==> config.mk <==
export PLATFORM = sky130hd
export DESIGN_NAME = mtimer_wdog
export DESIGN_NICKNAME = d
export VERILOG_FILES = /design/src/rtl/mtw_pkg.sv /design/src/rtl/mtw_prescale.sv /design/src/rtl/mtw_match_bank.sv /design/src/rtl/mtw_wd_fsm.sv /design/src/rtl/mtimer_wdog.sv
export SDC_FILE = /design/constraint.sdc
export NUM_CORES = 1
export LEC_CHECK = 0
export BUFFER_PORTS_ARGS = -buffer_cell sky130_fd_sc_hd__buf_2
export CORE_AREA = 2 2 238 240
export DETAILED_ROUTE_END_ITERATION = 10
export DIE_AREA = 0 0 240 242
export PLACE_DENSITY = 0.44
export SYNTH_ARGS = -nofsm -noshare
export SYNTH_HDL_FRONTEND = slang
export SYNTH_HIERARCHICAL = 1
export SYNTH_SLANG_ARGS = --single-unit
==> constraint.sdc <==
create_clock -name clk -period 6 [get_ports clk]
set_input_delay 0.3 -clock clk [delete_from_list [all_inputs] [get_ports clk]]
set_output_delay 0.3 -clock clk [all_outputs]
set_load 0.02 [all_outputs]
==> src/rtl/mtw_pkg.sv <==
package mtw_pkg;

    localparam int DW = 32;
    localparam int AW = 8;

    localparam logic [AW-1:0] OFS_COUNT   = 8'h00;
    localparam logic [AW-1:0] OFS_MATCH0  = 8'h08;
    localparam logic [AW-1:0] OFS_STATUS  = 8'h20;
    localparam logic [AW-1:0] OFS_INTEN   = 8'h24;
    localparam logic [AW-1:0] OFS_WDEN    = 8'h28;
    localparam logic [AW-1:0] OFS_SNAP    = 8'h30;
    localparam logic [AW-1:0] OFS_SNAPVAL = 8'h34;

    typedef enum logic [1:0] {
        WD_IDLE  = 2'd0,
        WD_FIRE  = 2'd1,
        WD_SPENT = 2'd2
    } wd_state_e;

endpackage

==> src/rtl/mtw_prescale.sv <==
module mtw_prescale #(
    parameter int DIV = 50
) (
    input  logic clk,
    input  logic rst_n,
    output logic tick
);
    generate
        if (DIV <= 1) begin : g_nodiv
            assign tick = 1'b1;
        end else begin : g_div
            localparam int PW = $clog2(DIV);
            logic [PW-1:0] div_q;
            always_ff @(posedge clk or negedge rst_n) begin
                if (!rst_n)               div_q <= '0;
                else if (div_q == PW'(DIV - 1)) div_q <= '0;
                else                      div_q <= div_q + 1'b1;
            end
            assign tick = (div_q == PW'(DIV - 1));
        end
    endgenerate
endmodule

==> src/rtl/mtw_match_bank.sv <==
module mtw_match_bank #(
    parameter int N     = 6,
    parameter int CNT_W = 32
) (
    input  logic                       clk,
    input  logic                       rst_n,
    input  logic                       tick,
    input  logic [CNT_W-1:0]           cnt_nxt,
    input  logic [N-1:0]               mwr,
    input  logic [CNT_W-1:0]           wdata,
    input  logic [N-1:0]               sts_clr,
    output logic [N-1:0][CNT_W-1:0]    match,
    output logic [N-1:0]               sts,
    output logic [N-1:0]               hit
);
    generate
        for (genvar g = 0; g < N; g++) begin : g_ch
            always_ff @(posedge clk or negedge rst_n) begin
                if (!rst_n)      match[g] <= '0;
                else if (mwr[g]) match[g] <= wdata;
            end

            // the hit fires on the edge where the counter takes the match value
            assign hit[g] = tick && (cnt_nxt == match[g]);

            always_ff @(posedge clk or negedge rst_n) begin
                if (!rst_n)          sts[g] <= 1'b0;
                else if (hit[g])     sts[g] <= 1'b1;
                else if (sts_clr[g]) sts[g] <= 1'b0;
            end
        end
    endgenerate
endmodule

==> src/rtl/mtw_wd_fsm.sv <==
module mtw_wd_fsm
    import mtw_pkg::*;
#(
    parameter int RST_CYC = 16
) (
    input  logic clk,
    input  logic rst_n,
    input  logic trig,
    input  logic rearm,
    output logic wdog_rst
);
    localparam int PW = $clog2(RST_CYC + 1);

    wd_state_e      st_q, st_d;
    logic [PW-1:0]  pls_q;
    logic           last_cyc;

    assign last_cyc = (pls_q == PW'(RST_CYC - 1));

    always_comb begin
        st_d = st_q;
        unique case (st_q)
            WD_IDLE:  if (trig)     st_d = WD_FIRE;
            WD_FIRE:  if (last_cyc) st_d = WD_SPENT;
            WD_SPENT: if (rearm)    st_d = WD_IDLE;
            default:                st_d = WD_IDLE;
        endcase
    end

    always_ff @(posedge clk or negedge rst_n) begin
        if (!rst_n) begin
            st_q  <= WD_IDLE;
            pls_q <= '0;
        end else begin
            st_q  <= st_d;
            pls_q <= (st_q == WD_FIRE && !last_cyc) ? pls_q + 1'b1 : '0;
        end
    end

    always_comb begin
        wdog_rst = (st_q == WD_FIRE);
    end
endmodule

==> src/rtl/mtimer_wdog.sv <==
module mtimer_wdog
    import mtw_pkg::*;
#(
    parameter int CLK_HZ  = 50_000_000,
    parameter int TICK_HZ = 1_000_000,
    parameter int CNT_W   = 32,
    parameter int N_MATCH = 6,
    parameter int WD_CH   = 5,
    parameter int RST_CYC = 16
) (
    input  logic          clk,
    input  logic          rst_n,
    input  logic [7:0]    bus_addr,
    input  logic          bus_we,
    input  logic [31:0]   bus_wdata,
    output logic [31:0]   bus_rdata,
    output logic          irq,
    output logic          wdog_rst
);
    localparam int DIV = CLK_HZ / TICK_HZ;

    logic                         tick;
    logic [CNT_W-1:0]             cnt_q, cnt_nxt, snap_q;
    logic [N_MATCH-1:0]           ie_q, sts, hit, mwr, sts_clr;
    logic [N_MATCH-1:0][CNT_W-1:0] match;
    logic                         wden_q;
    logic                         wr_sts, wr_ie, wr_wden, wr_snap;
    logic                         unused_wdata;

    assign unused_wdata = ^bus_wdata;

    assign wr_sts  = bus_we && (bus_addr == OFS_STATUS);
    assign wr_ie   = bus_we && (bus_addr == OFS_INTEN);
    assign wr_wden = bus_we && (bus_addr == OFS_WDEN);
    assign wr_snap = bus_we && (bus_addr == OFS_SNAP);
    assign sts_clr = wr_sts ? bus_wdata[N_MATCH-1:0] : '0;

    generate
        for (genvar g = 0; g < N_MATCH; g++) begin : g_mwr
            assign mwr[g] = bus_we && (bus_addr == AW'(OFS_MATCH0 + 4 * g));
        end
    endgenerate

    mtw_prescale #(.DIV(DIV)) u_pre (
        .clk  (clk),
        .rst_n(rst_n),
        .tick (tick)
    );

    assign cnt_nxt = cnt_q + 1'b1;

    always_ff @(posedge clk or negedge rst_n) begin
        if (!rst_n) begin
            cnt_q  <= '0;
            snap_q <= '0;
            ie_q   <= '0;
            wden_q <= 1'b0;
        end else begin
            if (tick)                   cnt_q  <= cnt_nxt;
            if (wr_snap && bus_wdata[0]) snap_q <= cnt_q;
            if (wr_ie)                  ie_q   <= bus_wdata[N_MATCH-1:0];
            if (wr_wden)                wden_q <= bus_wdata[0];
        end
    end

    mtw_match_bank #(.N(N_MATCH), .CNT_W(CNT_W)) u_bank (
        .clk    (clk),
        .rst_n  (rst_n),
        .tick   (tick),
        .cnt_nxt(cnt_nxt),
        .mwr    (mwr),
        .wdata  (bus_wdata[CNT_W-1:0]),
        .sts_clr(sts_clr),
        .match  (match),
        .sts    (sts),
        .hit    (hit)
    );

    mtw_wd_fsm #(.RST_CYC(RST_CYC)) u_fsm (
        .clk     (clk),
        .rst_n   (rst_n),
        .trig    (hit[WD_CH] && ie_q[WD_CH] && wden_q),
        .rearm   (mwr[WD_CH]),
        .wdog_rst(wdog_rst)
    );

    assign irq = |(sts & ie_q);

    always_comb begin
        bus_rdata = '0;
        case (bus_addr)
            OFS_COUNT:   bus_rdata = DW'(cnt_q);
            OFS_STATUS:  bus_rdata = DW'(sts);
            OFS_INTEN:   bus_rdata = DW'(ie_q);
            OFS_WDEN:    bus_rdata = DW'(wden_q);
            OFS_SNAPVAL: bus_rdata = DW'(snap_q);
            default:     bus_rdata = '0;
        endcase
        for (int i = 0; i < N_MATCH; i++) begin
            if (bus_addr == AW'(OFS_MATCH0 + 4 * i)) bus_rdata = DW'(match[i]);
        end
    end
endmodule

==> results of run 1 <==
## area by class of cell
class	count	area, µm²	share of cell area (%)
clock buffers	53	1090	5.74
multi-input cells	1123	8850	46.7
inverters	24	90.1	0.476
clock inverters	10	229	1.21
flip-flops and latches	282	7060	37.3
well taps	756	946	5.00
repair buffers	112	678	3.58
## layout by cell type (no fill, tap or decap), drive strengths merged, types with 4 or more instances in the layout
master     n
and2      13
a21oi     24
nor2      80
nor4      38
nand2     64
clkbuf    53
xor2     121
a22oi      4
a211oi    24
nand3     42
xnor2    132
a21boi     8
and3      12
buf      111
nor2b     35
o21a      13
dfrtp    282
a221oi     9
inv       23
o21ai     31
ha         5
a2bb2oi    9
nor3      36
mux2     246
nand2b     7
o22ai     45
mux2i     21
bufinv     7
o2bb2ai    6
or2        4
clkinv     4
nand4     38
## registers in the layout (all words and copies together) (netlist names)
signal and flops:
snap_q 32, ie_q 6, u_bank/sts 6, wden_q 1, u_fsm/st_q 2, u_bank/match 192, u_pre/g_div.div_q 6, cnt_q 32
u_fsm/pls_q 5
## metal layers
| layer | part of all wire (%) | global-route usage (%) | up-vias |
|---|---|---|---|
| li1 | - | - | 5561 |
| met1 | 45 | 32.9 | 6643 |
| met2 | 45 | 36.5 | 503 |
| met3 | 7.1 | 4.97 | 106 |
| met4 | 2.8 | 7.25 | 2 |
| met5 | 0.016 | 0 | - |
## power breakdown
part / internal (µW) / total [µW] / leakage (µW) / switching, µW
Combinational: 156 / 433 / 0.00440 / 276
Clock: 1550 / 2440 / 0.000646 / 894
Sequential: 1970 / 2060 / 0.00386 / 94.0
Total: 3670 / 4940 / 0.00891 / 1260
## timing repair
| item | 4_1_cts | 5_1_grt |
|---|---|---|
| hold endpoints to repair | 88 | 0 |
| endpoints found under the setup margin | 0 | 0 |
| hold buffers | 1 | 0 |
## final timing paths
check	endpoint	from
worst max-delay path	u_bank/sts[0]	cnt_q[2]
worst min-delay path	u_bank/match[87]	bus_wdata[23]
worst max register to register	u_bank/sts[0]	cnt_q[2]
worst min register to register	u_fsm/pls_q[0]	u_fsm/pls_q[0]
max in group asynchronous	cnt_q[22]	rst_n
min in group asynchronous	u_bank/match[164]	rst_n
## worst max-delay path: stages, from the launching register on
cell     delay (ps)
dfrtp_1         460
nand3_2         180
or4_4           660
nor4_4          400
nand3_1         140
xnor2_1         640
xor2_1          170
nor4_1          750
nand4_1         240
nor4_1          630
a21o_1          140
## through the flow
step	std cells	utilization, %
2_1_floorplan	1560	-
3_3_place_gp	2296	31.6
4_1_cts	2360	34.0
5_1_grt	2360	34.0
6_report	2360	34.0
3_5_place_dp	2296	31.6
==> metrics.csv, run 1 <==
stage,metric,value,unit
run_status,run status,finished clean,
layout,share of post-route cells with drive strength above 1,27.5,%
clocking,CTS resizes,0,
floorplanning,Core ar.,55700,µm²
power,VDD IR-drop max,0.152,mV
route,ANT nets after route,0,
global_routing,largest net degree at the start of global routing,144,
route,DR WL/cell,28.9,µm
clocking,CTS Buf Count,36,
logic_synthesis,Post-Syn Area,16500,µm²
placed_design,GPL Wtd Cong,0.968,
route,router iterations before antenna repair,5,
critical_path,"Data arrival, critical path",4980,ps
logic_synthesis,Post-Syn Area per Cell,10.6,µm²
global_routing,initial antenna violation count,2,
layout,"Area growth, synth to finish",14.7,%
clocking,CTS Root Cell,clkbuf_16,
timing,final count of pins violating max slew,0,
clocking,latest clock arrival within the worst-skew pair,560,ps
placed_design,Area after DPL,17600,µm²
placed_design,HPWL after detailed placement,50300,µm
floorplanning,io pins,77,
critical_path,"setup slack, reg-to-reg",1510,ps
timing,Hold Worst Slack,51.1,ps
timing,Worst Max-Slew Pin Slew,1190,ps
timing,Final Setup Violations,0,
timing,fmax,0.223,GHz
job,# Max-Cap Violations,0,
hold_path,WHS Path Cells,2,
logic_synthesis,net count after synthesis,1608,
clocking,CTS tree,yes,
placed_design,Buffers on Ports,76,
global_routing,global-route wire length before repair,97300,µm
clocking,"Clk pin slew, worst setup/hold paths",60,ps
timing,RSZ-0062 raised after global routing,no,
timing,Final Hold Violating Endpoints,0,
timing,post-route worst setup slack,1510,ps
logic_synthesis,Mapped Cells,1560,
route,final wirelength,68300,µm
floorplanning,chip height,242,µm
global_routing,total gr overflow,0,
critical_path,CP Class,register to register,
critical_path,FF-to-FF path depth,10,
floorplanning,initial cell density of the core,29.6,%
timing,skew final,19.3,ps
timing,final period utilization,74.8,%
layout,fin area,18900,µm²
critical_path,Critical Path Start Type,register,
clocking,post-CTS setup buffer count,0,
route,Vias/cell,5.43,
power,PD cells,261,nW/µm²
route,vias,12800,
power,LEAKAGE,0.00891,µW
timing,Slew headroom,20.3,%
power,total power,4940,µW
global_routing,vias in the first global route,12500,
critical_path,crit-path max FO,7,
route,Initial DRC Count,1184,
global_routing,GRT Total Usage,23.6,%
layout,Antenna diodes,0,
clocking,Max clock buf depth,3,
critical_path,CP Data Required Time,6500,ps
placed_design,pre-CTS setup slack,1720,ps
clocking,TritonCTS Sinks,282,
critical_path,CP endpoint kind,register,
layout,filler cell count,5689,
route,Post-route DRC,0,
floorplanning,full die area,58100,µm²
clocking,H-tree depth,2,
floorplanning,Die Span X,240,µm
layout,Nets,1627,
hold_path,Hold Path Class,input pin to register,
logic_synthesis,Synth Warn #,6,
floorplanning,row cnt,87,
timing,setup_tns,0,ps
timing,minimum clock period,4490,ps
No activity file was read; power rests on OpenSTA's default activity.
==> inputs of run 2 (changes only) <==
ABC_AREA = 1   (was default)
CORE_AREA = 2 2 247 249   (was 2 2 238 240)
DIE_AREA = 0 0 249 251   (was 0 0 240 242)
PLACE_DENSITY = 0.45   (was 0.44)
clock period = 4 ns   (was 6 ns; I/O delays follow)
==> metrics.csv, run 2 <==
stage,metric,value,unit,change
run_status,run status,finished clean,,unchanged
layout,Nets,2526,,"was 1,627"
clocking,TritonCTS Sinks,282,,unchanged
placed_design,HPWL after detailed placement,48900,µm,"was 50,300 µm"
timing,Hold Worst Slack,28.7,ps,was 51.1 ps
logic_synthesis,Post-Syn Area per Cell,7.06,µm²,was 10.6 µm²
critical_path,crit-path max FO,8,,was 7
floorplanning,Core ar.,59800,µm²,"was 55,700 µm²"
critical_path,"Slowest-stage cell, CP",dfrtp_1,,was nor4_1
critical_path,CP Class,register to register,,unchanged
timing,final count of pins violating max slew,0,,unchanged
critical_path,CP endpoint kind,register,,unchanged
route,Post-route DRC,0,,unchanged
timing,Final Setup Violations,0,,unchanged
timing,Worst Max-Slew Pin Slew,903,ps,was 1190 ps
layout,filler cell count,6439,,"was 5,689"
floorplanning,initial cell density of the core,28.0,%,was 29.6%
global_routing,GRT Total Usage,21.2,%,was 23.6%
floorplanning,Die Span X,249,µm,was 240 µm
clocking,CTS tree,yes,,unchanged
timing,final period utilization,84.5,%,was 74.8%
clocking,Max clock buf depth,3,,unchanged
critical_path,Bufs and invs on worst path,3,,was 0
timing,setup_tns,0,ps,unchanged
layout,"commonest cells after routing, fill and taps aside","nand2_1 (893), dfrtp_1 (282), inv_1 (270), o21ai_0 (219), nor2_1 (168)",,"was dfrtp_1 (282), mux2_2 (246), xnor2_1 (132), xor2_1 (121), buf_2 (74)"
layout,"Area growth, synth to finish",18.1,%,was 14.7%
logic_synthesis,Synth Warn #,6,,unchanged
timing,minimum clock period,3380,ps,was 4490 ps
clocking,"Clk pin slew, worst setup/hold paths",60,ps,about the same
critical_path,Critical Path Start Type,register,,unchanged
job,# Max-Cap Violations,0,,unchanged
clocking,post-CTS setup buffer count,0,,unchanged
critical_path,CP max stage delay,410,ps,was 750 ps
global_routing,total gr overflow,0,,unchanged
power,LEAKAGE,0.00951,µW,was 0.00891 µW
route,final wirelength,65900,µm,"was 68,300 µm"
power,VDD IR-drop max,0.216,mV,was 0.152 mV
timing,fmax,0.296,GHz,was 0.223 GHz
layout,top flop regs,"u_bank/match: 192 flops, cnt_q: 32 flops, snap_q: 32 flops",,unchanged
route,vias,15500,,"was 12,800"
clocking,latest clock arrival within the worst-skew pair,570,ps,was 560 ps
route,router iterations before antenna repair,7,,was 5
critical_path,"most used cell, CP",nand2_1,,was nor4_1
global_routing,vias in the first global route,15600,,"was 12,500"
placed_design,GPL Wtd Cong,0.918,,was 0.968
clocking,CTS Buf Count,37,,was 36
route,Initial DRC Count,1218,,"was 1,184"
timing,Final Hold Violating Endpoints,0,,unchanged
global_routing,largest net degree at the start of global routing,99,,was 144
power,PD cells,360,nW/µm²,was 261 nW/µm²
layout,max FFs per register,192,,unchanged
layout,share of post-route cells with drive strength above 1,12.2,%,was 27.5%
hold_path,Hold Path Class,input pin to register,,unchanged
layout,Antenna diodes,0,,unchanged
timing,RSZ-0062 raised after global routing,no,,unchanged
clocking,H-tree depth,2,,unchanged
layout,Largest Register,u_bank/match,,unchanged
floorplanning,io pins,77,,unchanged
floorplanning,full die area,62500,µm²,"was 58,100 µm²"
route,ANT nets after route,0,,unchanged
timing,Slew headroom,39.6,%,was 20.3%
clocking,CTS Root Cell,clkbuf_16,,unchanged
critical_path,CP Data Required Time,4490,ps,was 6500 ps
critical_path,CP top delay family,simple AND/OR/NAND/NOR gates,,unchanged
critical_path,crit path cell chain,"inv_1, nor3_1, nand2_1, nor2_1, nand2_1, xor2_1, buf_4, inv_1, nand2_1, o21ai_0, nor2_1, nand2_1, nor2_1, nand3_1, nor2_1, and3_1, nand3_1, nand2_1",,"was nand3_2, or4_4, nor4_4, nand3_1, xnor2_1, xor2_1, nor4_1, nand4_1, nor4_1, a21o_1"
route,DR WL/cell,20.1,µm,was 28.9 µm
global_routing,global-route wire length before repair,99900,µm,"was 97,300 µm"
logic_synthesis,Mapped Cells,2368,,"was 1,560"
critical_path,"Data arrival, critical path",3870,ps,was 4980 ps
logic_synthesis,Post-Syn Area,16700,µm²,"was 16,500 µm²"
placed_design,Buffers on Ports,76,,unchanged
logic_synthesis,net count after synthesis,2416,,"was 1,608"
global_routing,initial antenna violation count,1,,was 2
layout,"leading cell type in the layout, fill and taps excluded",nand2_1,,was dfrtp_1
timing,skew final,16.4,ps,was 19.3 ps
floorplanning,chip height,251,µm,was 242 µm
floorplanning,row cnt,90,,was 87
route,Vias/cell,4.72,,was 5.43
run 2: metal layers:
metal  GRT usage [%]  wire length, µm  vias up  part of all wire [%]
li1                -                -     7600                     -
met1            28.2            29900     7427                    45
met2            35.3            30900      366                    47
met3            2.94             3030       98                   4.6
met4            7.12             2010        2                   3.0
met5               0               11        -                 0.017
run 2: report_power, final:
part	switching (µW)	internal (µW)	leakage, µW
Sequential	146	3010	0.00322
Combinational	372	199	0.00570
Clock	1360	2020	0.000592
run 2: stage by stage:
step / setup WS, ps / std cells / util, % / area, µm² / power [µW]
floorplan: 1560 / 2368 / - / 16700 / 3450
global placement: 713 / 3188 / 30.4 / 18200 / 3740
detailed placement: 663 / 3188 / 30.4 / 18200 / 3750
CTS: 654 / 3284 / 33.0 / 19700 / 7200
global route: 406 / 3284 / 33.0 / 19700 / 7400
finish: 622 / 3284 / 33.0 / 19700 / 7110
run 2: worst paths after layout:
path / to / start / slack (ps) / depth (start not counted)
max: u_fsm/st_q[0] / cnt_q[13] / 620 / 18
min: u_bank/match[96] / bus_wdata[0] / 30 / 3
max reg2reg: u_fsm/st_q[0] / cnt_q[13] / 620 / 18
min in group asynchronous: u_pre/g_div.div_q[3] / rst_n / 250 / 2
min reg2reg: u_fsm/pls_q[0] / u_fsm/pls_q[0] / 490 / 1
max in group asynchronous: snap_q[14] / rst_n / 2610 / 3
run 2: area by class of cell:
class / count / area, µm² / area share [%]
clock inverter: 7 / 72.6 / 0.368
sequential: 282 / 7060 / 35.7
tap: 782 / 978 / 4.96
timing repair buffer: 167 / 1230 / 6.24
multi-input combinational: 1692 / 8150 / 41.3
inverter: 298 / 1120 / 5.67
clock buffer: 56 / 1140 / 5.77
run 2: timing repair:
item	CTS	global route
hold endpoints to repair	271	0
resized for setup	0	0
hold buffers	33	0
run 2: worst min-delay path, delay by kind of cell:
kind                   cells  cell delay [ps]
AO/OA/AOI/OAI              1               70
AND/OR/NAND/NOR            1               80
buffers and inverters      1              190
==> inputs of run 3 (changes only) <==
ABC_AREA = 0   (was 1)
CORE_AREA = 2 2 238 240   (was 2 2 247 249)
DIE_AREA = 0 0 240 242   (was 0 0 249 251)
clock period = 3.1 ns   (was 4 ns; I/O delays follow)
==> metrics.csv, run 3 (synthesis gave the netlist of run 1 again) <==
stage,metric,value,unit,change
global_routing,largest net degree at the start of global routing,79,,was 99
layout,share of post-route cells with drive strength above 1,36.5,%,was 12.2%
floorplanning,row cnt,87,,was 90
timing,Slew headroom,48.7,%,was 39.6%
critical_path,CP endpoint kind,register,,unchanged
hold_path,Worst Hold End,u_bank/match[33],,was u_bank/match[96]
clocking,CTS Buf Count,36,,was 37
critical_path,R2R Path End,u_bank/sts[1],,was u_fsm/st_q[0]
route,Post-route DRC,0,,unchanged
layout,fin area,20900,µm²,"was 19,700 µm²"
route,final wirelength,70900,µm,"was 65,900 µm"
timing,RSZ-0062 raised after global routing,yes,,was no
global_routing,global-route wire length before repair,102000,µm,"was 99,900 µm"
clocking,H-tree depth,2,,unchanged
placed_design,pre-CTS setup slack,-332,ps,was 663 ps
power,PD cells,435,nW/µm²,was 360 nW/µm²
critical_path,"setup slack, reg-to-reg",-230,ps,was 620 ps
clocking,CTS Root Cell,clkbuf_16,,unchanged
critical_path,"Slowest-stage cell, CP",or4_4,,was dfrtp_1
clocking,latest clock arrival within the worst-skew pair,550,ps,was 570 ps
run_status,run status,"complete, but fails checks",,was finished clean
global_routing,total gr overflow,0,,unchanged
hold_path,WHS Path Cells,2,,was 3
hold_path,Hold Path Class,input pin to register,,unchanged
placed_design,GPL Wtd Cong,0.964,,was 0.918
layout,"leading cell type in the layout, fill and taps excluded",dfrtp_1,,was nand2_1
layout,filler cell count,5659,,"was 6,439"
critical_path,"most used cell, CP",buf_4,,was nand2_1
critical_path,CP top delay family,simple AND/OR/NAND/NOR gates,,unchanged
layout,"commonest cells after routing, fill and taps aside","dfrtp_1 (282), mux2_2 (246), buf_4 (182), xnor2_1 (117), xor2_1 (115)",,"was nand2_1 (893), dfrtp_1 (282), inv_1 (270), o21ai_0 (219), nor2_1 (168)"
floorplanning,Die Span X,240,µm,was 249 µm
route,DR WL/cell,27.7,µm,was 20.1 µm
layout,Largest Register,u_bank/match,,unchanged
floorplanning,chip height,242,µm,was 251 µm
placed_design,Buffers on Ports,76,,unchanged
layout,fin util,37.5,%,was 33.0%
placed_design,Area after DPL,18900,µm²,"was 18,200 µm²"
run_status,failing checks,setup timing,,
timing,Final Setup Violations,6,,was 0
layout,max FFs per register,192,,unchanged
layout,"Area growth, synth to finish",26.6,%,was 18.1%
timing,Final Hold Violating Endpoints,0,,unchanged
job,# Max-Cap Violations,0,,unchanged
clocking,"Clk pin slew, worst setup/hold paths",60,ps,about the same
route,ANT nets after route,0,,unchanged
timing,minimum clock period,3330,ps,was 3380 ps
hold_path,min-delay src,bus_wdata[1],,was bus_wdata[0]
power,LEAKAGE,0.0100,µW,was 0.00951 µW
critical_path,Critical Path Start Type,register,,unchanged
timing,final period utilization,107,%,was 84.5%
critical_path,crit-path max FO,6,,was 8
timing,final count of pins violating max slew,0,,unchanged
critical_path,CP Class,register to register,,unchanged
route,Initial DRC Count,1052,,"was 1,218"
layout,top flop regs,"u_bank/match: 192 flops, cnt_q: 32 flops, snap_q: 32 flops",,unchanged
floorplanning,initial cell density of the core,29.6,%,was 28.0%
timing,fmax,0.301,GHz,was 0.296 GHz
critical_path,FF-to-FF Start,cnt_q[0],,was cnt_q[13]
floorplanning,Core ar.,55700,µm²,"was 59,800 µm²"
power,VDD IR-drop max,0.371,mV,was 0.216 mV
critical_path,CP Data Required Time,3550,ps,was 4490 ps
placed_design,HPWL after detailed placement,53100,µm,"was 48,900 µm"
floorplanning,full die area,58100,µm²,"was 62,500 µm²"
clocking,Max clock buf depth,3,,unchanged
clocking,TritonCTS Sinks,282,,unchanged
layout,Sequential cell area,7060,µm²,unchanged
global_routing,GRT Total Usage,24.6,%,was 21.2%
route,vias,13600,,"was 15,500"
timing,skew final,14.2,ps,was 16.4 ps
global_routing,vias in the first global route,13600,,"was 15,600"
timing,post-route worst setup slack,-226,ps,was 622 ps
timing,Worst Max-Slew Pin Slew,764,ps,was 903 ps
global_routing,initial antenna violation count,2,,was 1
critical_path,CP max stage delay,660,ps,was 410 ps
route,router iterations before antenna repair,5,,was 7
clocking,CTS tree,yes,,unchanged
layout,Nets,1822,,"was 2,526"
route,Vias/cell,5.32,,was 4.72
layout,footprint of the multi-input gates,9270,µm²,was 8150 µm²
critical_path,Bufs and invs on worst path,4,,was 3
floorplanning,io pins,77,,unchanged
critical_path,crit path cell chain,"nand3_2, or4_4, buf_6, nor4_4, buf_4, xor2_4, buf_4, buf_8, xnor2_2, nand4_1, nor4_1, nand2_1, o41ai_2",,"was inv_1, nor3_1, nand2_1, nor2_1, nand2_1, xor2_1, buf_4, inv_1, nand2_1, o21ai_0, nor2_1, nand2_1, nor2_1, nand3_1, nor2_1, and3_1, nand3_1, nand2_1"
critical_path,"Data arrival, critical path",3770,ps,was 3870 ps
critical_path,FF-to-FF path depth,13,,was 18
## run 3: cell count changes in the layout (fill, tap and decap cells not counted), moves of 75 or more
cell,before,now
buf_4,52,182
nand2_1,893,64
mux2_2,52,246
nor2_1,168,69
o21ai_0,219,31
xor2_1,40,115
inv_1,270,23
## run 3: worst max path at each step
stage	startpoint	end	slack, ps	cells past startpoint
finish	cnt_q[0]	u_bank/sts[1]	-230	13
global route	cnt_q[0]	u_fsm/st_q[0]	-320	14
CTS	cnt_q[8]	u_fsm/st_q[0]	-50	14
detailed placement	cnt_q[0]	u_bank/sts[0]	-330	11
global placement	cnt_q[0]	u_bank/sts[0]	-290	11
floorplan	cnt_q[0]	u_fsm/st_q[0]	8	16
## run 3: per-stage QoR
stage / hold slack, ps / cells / total power (µW) / setup TNS, ps
after floorplan: -141 / 1560 / 4410 / 0
after global placement: 169 / 2447 / 4920 / -1030
after detailed placement: 171 / 2447 / 4930 / -1380
after CTS: 8.10 / 2543 / 9170 / -119
after global routing: 36.2 / 2554 / 9430 / -1370
final: 30.7 / 2555 / 9090 / -813
## run 3: report_power, final
group | internal (µW) | leakage (µW) | switching [µW]
Sequential | 3810 | 0.00386 | 162
Clock | 2500 | 0.000560 | 1660
Combinational | 395 | 0.00558 | 575
## run 3: area by class of cell
cell class / instances / share of cell area, %
Sequential cell: 282 / 33.8
Clock inverter: 8 / 0.443
Multi-Input combinational cell: 1123 / 44.4
Clock buffer: 54 / 5.02
Timing Repair Buffer: 307 / 11.4
Antenna cell: 1 / 0.0120
Inverter: 24 / 0.431
Tap cell: 756 / 4.53
## run 3: metal layers
| layer | up-vias | GRT usage [%] | part of all wire, % |
|---|---|---|---|
| met5 | - | 0 | 0 |
| met4 | 0 | 8.73 | 3.6 |
| met3 | 118 | 4.81 | 6.8 |
| met2 | 515 | 38.7 | 46 |
| met1 | 6994 | 33.4 | 44 |
| li1 | 5962 | - | - |
## run 3: what timing repair did
| action | 4_1_cts | 5_1_grt |
|---|---|---|
| setup buffers | 5 | 14 |
| endpoints found under the setup margin | 7 | 7 |
| hold endpoints to repair | 232 | 0 |
| hold buffers | 30 | 0 |
| resized for setup | 26 | 51 |
| pin swaps | 20 | 38 |
